==> src/rtl/vit_pkg.sv <==
package vit_pkg;
  localparam int K   = 3;
  localparam int NS  = 1 << (K - 1);
  localparam int IW  = $clog2(NS);
  localparam int NCW = 4;

  // Code bits {c1,c2} when input bit b leaves state p (p[0] newest, p[1] older)
  function automatic logic [1:0] code_bits(input int p, input int b);
    logic u_new;
    logic u_old;
    u_new = p[0];
    u_old = p[1];
    return {b[0] ^ u_new ^ u_old, b[0] ^ u_old};
  endfunction
endpackage

==> src/rtl/vit_bm.sv <==
module vit_bm #(
  parameter int SW = 4,
  parameter int BW = 6
) (
  input  logic signed [SW-1:0] ya_i,
  input  logic signed [SW-1:0] yb_i,
  output logic signed [BW-1:0] bm_o [vit_pkg::NCW]
);
  logic signed [BW-1:0] ya_x;
  logic signed [BW-1:0] yb_x;

  assign ya_x = {{(BW-SW){ya_i[SW-1]}}, ya_i};
  assign yb_x = {{(BW-SW){yb_i[SW-1]}}, yb_i};

  // One credit sum per code word {c1,c2}
  for (genvar cw = 0; cw < vit_pkg::NCW; cw++) begin : g_cw
    localparam bit C1 = ((cw >> 1) & 1) != 0;
    localparam bit C2 = (cw & 1) != 0;
    assign bm_o[cw] = (C1 ? ya_x : -ya_x) + (C2 ? yb_x : -yb_x);
  end
endmodule

==> src/rtl/vit_acs_node.sv <==
module vit_acs_node #(
  parameter int W = 11
) (
  input  logic signed [W-1:0] cand_a_i,
  input  logic signed [W-1:0] cand_b_i,
  input  logic                ext_a_i,
  input  logic                ext_b_i,
  output logic signed [W-1:0] pm_o,
  output logic                dec_o,
  output logic                live_o
);
  always_comb begin
    live_o = ext_a_i | ext_b_i;
    if (ext_b_i && (!ext_a_i || (cand_b_i > cand_a_i))) begin
      dec_o = 1'b1;
      pm_o  = cand_b_i;
    end else begin
      dec_o = 1'b0;
      pm_o  = cand_a_i;
    end
  end
endmodule

==> src/rtl/vit_best.sv <==
module vit_best #(
  parameter int NS = 4,
  parameter int W  = 11,
  parameter int IW = 2
) (
  input  logic signed [W-1:0] m_i [NS],
  input  logic [NS-1:0]       live_i,
  output logic [IW-1:0]       idx_o,
  output logic signed [W-1:0] max_o
);
  logic found;

  // Strict compare keeps the lowest index on equal metrics
  always_comb begin
    idx_o = '0;
    max_o = '0;
    found = 1'b0;
    for (int i = 0; i < NS; i++) begin
      if (live_i[i] && (!found || (m_i[i] > max_o))) begin
        found = 1'b1;
        max_o = m_i[i];
        idx_o = IW'(i);
      end
    end
  end
endmodule

==> src/rtl/vit_prune_acs.sv <==
module vit_prune_acs
  import vit_pkg::*;
#(
  parameter int SW = 4,
  parameter int PW = 10,
  parameter int TW = 8
) (
  input  logic                 clk,
  input  logic                 rst,
  input  logic                 sym_vld,
  input  logic signed [SW-1:0] soft_a,
  input  logic signed [SW-1:0] soft_b,
  input  logic [TW-1:0]        prune_thr,
  output logic                 res_vld,
  output logic [NS-1:0]        dec_bits,
  output logic [NS-1:0]        surv_mask,
  output logic [IW-1:0]        best_state
);
  localparam int BW = SW + 2;
  localparam int XW = PW + 1;
  localparam logic signed [PW-1:0] PM_DEAD = {1'b1, {(PW-1){1'b0}}};

  logic signed [PW-1:0] pm_q   [NS];
  logic signed [PW-1:0] pm_d   [NS];
  logic [NS-1:0]        live_q;
  logic signed [BW-1:0] bm_w   [NCW];
  logic signed [XW-1:0] pm_x   [NS];
  logic signed [XW-1:0] new_w  [NS];
  logic [NS-1:0]        ext_w;
  logic [NS-1:0]        dec_w;
  logic [NS-1:0]        live_w;
  logic signed [XW-1:0] neg_thr;
  logic [IW-1:0]        best_w;
  logic signed [XW-1:0] max_w;

  // Metrics are renormalised so the previous best is always zero
  assign neg_thr = -$signed({{(XW-TW){1'b0}}, prune_thr});

  vit_bm #(.SW(SW), .BW(BW)) u_bm (
    .ya_i (soft_a),
    .yb_i (soft_b),
    .bm_o (bm_w)
  );

  for (genvar i = 0; i < NS; i++) begin : g_ext
    assign pm_x[i]  = {pm_q[i][PW-1], pm_q[i]};
    assign ext_w[i] = live_q[i] && (pm_x[i] >= neg_thr);
  end

  for (genvar n = 0; n < NS; n++) begin : g_node
    localparam int PA = n / 2;
    localparam int PB = PA + NS / 2;
    localparam int BI = n % 2;
    localparam logic [1:0] CA = code_bits(PA, BI);
    localparam logic [1:0] CB = code_bits(PB, BI);
    logic signed [XW-1:0] ba_x;
    logic signed [XW-1:0] bb_x;
    logic signed [XW-1:0] ca_w;
    logic signed [XW-1:0] cb_w;

    assign ba_x = {{(XW-BW){bm_w[CA][BW-1]}}, bm_w[CA]};
    assign bb_x = {{(XW-BW){bm_w[CB][BW-1]}}, bm_w[CB]};
    assign ca_w = pm_x[PA] + ba_x;
    assign cb_w = pm_x[PB] + bb_x;

    vit_acs_node #(.W(XW)) u_node (
      .cand_a_i (ca_w),
      .cand_b_i (cb_w),
      .ext_a_i  (ext_w[PA]),
      .ext_b_i  (ext_w[PB]),
      .pm_o     (new_w[n]),
      .dec_o    (dec_w[n]),
      .live_o   (live_w[n])
    );

    assign pm_d[n] = live_w[n] ? PW'(new_w[n] - max_w) : PM_DEAD;
  end

  vit_best #(.NS(NS), .W(XW), .IW(IW)) u_best (
    .m_i    (new_w),
    .live_i (live_w),
    .idx_o  (best_w),
    .max_o  (max_w)
  );

  always_ff @(posedge clk) begin
    if (rst) begin
      for (int i = 0; i < NS; i++) pm_q[i] <= (i == 0) ? '0 : PM_DEAD;
      live_q     <= NS'(1);
      res_vld    <= 1'b0;
      dec_bits   <= '0;
      surv_mask  <= '0;
      best_state <= '0;
    end else begin
      res_vld <= sym_vld;
      if (sym_vld) begin
        pm_q       <= pm_d;
        live_q     <= live_w;
        dec_bits   <= dec_w;
        surv_mask  <= live_w;
        best_state <= best_w;
      end
    end
  end
endmodule

==> config.mk <==
export PLATFORM = sky130hd
export DESIGN_NAME = vit_prune_acs
export DESIGN_NICKNAME = d
export VERILOG_FILES = /design/src/rtl/vit_pkg.sv /design/src/rtl/vit_bm.sv /design/src/rtl/vit_acs_node.sv /design/src/rtl/vit_best.sv /design/src/rtl/vit_prune_acs.sv
export SDC_FILE = /design/constraint.sdc
export NUM_CORES = 1
export LEC_CHECK = 0
export ABC_AREA = 1
export ABC_CLOCK_PERIOD_IN_PS = 18200
export BUFFER_PORTS_ARGS = -buffer_cell sky130_fd_sc_hd__buf_2
export CORE_UTILIZATION = 25
export CTS_CLUSTER_DIAMETER = 60
export CTS_CLUSTER_SIZE = 12
export DETAILED_ROUTE_END_ITERATION = 10
export GPL_ROUTABILITY_DRIVEN = 0
export SETUP_SLACK_MARGIN = 0.05
export SYNTH_ARGS = -nofsm -noshare
export SYNTH_HDL_FRONTEND = slang
export SYNTH_SLANG_ARGS = --single-unit
==> constraint.sdc <==
create_clock -name clk -period 18.2 [get_ports clk]
set_input_delay 2.73 -clock clk [delete_from_list [all_inputs] [get_ports clk]]
set_output_delay 2.73 -clock clk [all_outputs]
set_load 0.005 [all_outputs]
==> key figures <==
Status
  – Status: complete, no violations

CTS
  – # resized after CTS: 0
  – Clock Tree Root: clkbuf_16
  – # clock sinks: 50
  – CTS hold repair buffers: 0
  – Cts bufs inserted: 5
  – CTS Buffer Depth: 2
  – Buffer count from post-CTS setup fixing: 0
  – Reg clk slew, reported paths: 0.07 ns
  – CTS tree: yes
  – Clock latency on the worst-skew pair: 0.31 ns
  – Htree depth: 2

Cells and area
  – Number of fillers in the final layout: 4956
  – Layout cell share with drive strength beyond 1: 0.07728
  – # nets final: 2005
  – N_diodes: 0
  – Area Overhead vs Synth: 8.305%

Setup path
  – Setup crit start kind: input port
  – Reg2Reg Setup Slack: 6.35 ns
  – Reg2Reg Depth: 69
  – Cell family contributing the most delay on the critical path: simple AND/OR/NAND/NOR gates
  – Crit path buffers/inverters: 7
  – CP startpoint: soft_a[1]
  – Crit Path Max Fanout: 24
  – R2R Path Start: pm_q[30]$_SDFFE_PP0P_
  – Critical Path AT: 15.58 ns
  – Reg-to-reg endpoint: pm_q[19]$_SDFFE_PP1P_
  – CP peak stage delay: 0.82 ns
  – Crit path top cell by count: nand2_1
  – CP Class: input port to flop
  – Critical path endpoint category: flop
  – Worst setup path endpoint: pm_q[19]$_SDFFE_PP1P_
  – Levels on crit path: 77
  – CP required: 18.39 ns
  – Worst path slowest cell: xor2_1

Run
  – Max_cap viols: 0

Detailed routing
  – Routed vias/inst: 4.930
  – Remaining antenna violation count after routing: 0
  – Initial DRC Count: 877
  – WL/cell: 16.50 µm
  – DRT Pass-1 Iters: 5
  – Via count: 11400
  – Final wirelength: 38180 µm
  – # DRC: 0

Logic synthesis
  – Yosys warns: 0
  – Register area share after synthesis: 0.08800
  – Async set-reset flop share out of synthesis: 0
  – Share of the synthesized area in the top cell type: 0.2739
  – Top cells by count, synth: nand2_1 (356), ha_1 (249), inv_1 (227)
  – Synth Flop Type: dfxtp_1
  – Top post-synthesis cells by area: ha_1 (27%), nand2_1 (12%), dfxtp_1 (8.8%)
  – EDFF count, synth: 0
  – Synth cell types: 52
  – Gate Count Post-Synth: 1704
  – Syn avg cell area: 6.675 µm²
  – Cell taking the most area after synthesis: ha_1
  – Synth Register Bits: 50
  – Syn Nets: 1988
  – Cell area after synthesis: 11370 µm²
  – Most frequent cell after synthesis: nand2_1

Placed design
  – HPWL after DPL: 32370 µm
  – I/O Buffers: 29

Global route
  – Gr usage total: 0.1630
  – Largest net degree at the start of global routing: 44
  – GR Overflow Total: 0
  – First-pass GRT wire length: 59040 µm
  – Vias in the first global route: 10840
  – Initial antenna violation count: 0

Floorplanning
  – Die width: 215.3 µm
  – Initial Util: 0.2556
  – Die ar.: 46360 µm²
  – Num ports: 30
  – Core Area: 44510 µm²
  – Row cnt: 77
  – Die height: 215.3 µm

STA
  – Rel. slew slack: 0.1385
  – Setup TNS: 0 ns
  – Fin crit share: 0.8458
  – Max Slew Vio Count: 0
  – Fin crit period: 15.39 ns
  – Clock Skew: 0.01095 ns
  – Fin. Hold Viols: 0
  – Worst-Margin Slew: 1.288 ns
  – Final setup violation count: 0
  – RSZ-0062 raised after global routing: no
  – Highest clock rate: 64.96 MHz

Hold path
  – Hold WC Path Type: flop to flop
[registers in the layout (all words and copies together), names as in the netlist]
signal,count
live_q,1
dec_bits,4
surv_mask,2
pm_q,40
best_state,2
res_vld,1
[per-layer routing]
layer	global-route usage	up-vias	wire [µm]
met3	0.02251	58	2631
li1	-	5795	-
met1	0.2213	5226	17710
met5	0	-	0
met2	0.2620	325	16620
met4	0.05674	0	1213
[worst min-delay path by stage]
stage                                    start                    endpoint  depth (start not counted)
CTS                 best_state[1]$_SDFFE_PP0P_  best_state[1]$_SDFFE_PP0P_                          2
finish              best_state[0]$_SDFFE_PP0P_  best_state[0]$_SDFFE_PP0P_                          2
detailed placement  best_state[1]$_SDFFE_PP0P_  best_state[1]$_SDFFE_PP0P_                          2
global placement    best_state[1]$_SDFFE_PP0P_  best_state[1]$_SDFFE_PP0P_                          2
floorplan           best_state[0]$_SDFFE_PP0P_  best_state[0]$_SDFFE_PP0P_                          2
global route        best_state[1]$_SDFFE_PP0P_  best_state[1]$_SDFFE_PP0P_                          2
[stage by stage]
step / setup WS (ns) / cell area (µm²) / cells / utilization / hold slack (ns)
final: 2.806 / 12320 / 2313 / 0.2768 / 0.4868
after global routing: 1.488 / 12320 / 2313 / 0.2768 / 0.5128
after CTS: 3.040 / 12320 / 2313 / 0.2768 / 0.4927
after detailed placement: 2.754 / 12160 / 2306 / 0.2731 / 0.4750
after global placement: 2.927 / 12160 / 2306 / 0.2731 / 0.4625
after floorplan: 5.193 / 11370 / 1704 / - / 0.4618
[placed cells by master (no fill, tap or decap), drive strengths merged, types with 34 or more instances in the layout]
cell type  Yosys  layout
ha           249     249
nand3         99      99
nor3          35      35
nor2          80      80
dfxtp         50      50
inv          236     236
a21oi        176     176
o21ai        137     137
nand2        384     384
buf           16      37
xnor2         34      34
xor2          62      62
[cell type report]
type                            count  area (µm²)  area share
Clock buffer                        5       125.1     0.01016
Tap cell                          592       740.7     0.06013
Sequential cell                    50        1001     0.08125
Timing Repair Buffer               37       205.2     0.01666
Multi-Input combinational cell   1389        9304      0.7552
Clock inverter                      2       38.79    0.003148
Inverter                          238       904.6     0.07343
[kinds of logic (layout without fill, tap and decap cells)]
| logic type | count (synthesis) | in the layout | synth area share |
|---|---|---|---|
| compound gates | 368 | 368 | 0.1840 |
| xor+xnor | 96 | 96 | 0.07392 |
| fa+ha+maj | 265 | 265 | 0.3021 |
| buf+inv | 265 | 282 | 0.09405 |
| flops | 50 | 50 | 0.08800 |
| simple gates | 660 | 660 | 0.2579 |
[worst reg2reg max path, delay by kind of cell (launching register included)]
family / cells / cell delay (ns)
DFF: 1 / 0.38
AOI/OAI and AO/OA: 17 / 3.19
xor gates and xnor gates: 2 / 0.37
adders and majority gates: 7 / 2.57
buffers and inverters: 6 / 0.89
and+or+nand+nor: 37 / 4.33
Power is left out: the tool's default activity adds up to more than one toggle a clock period on the data nets, which glitch-free logic cannot reach.
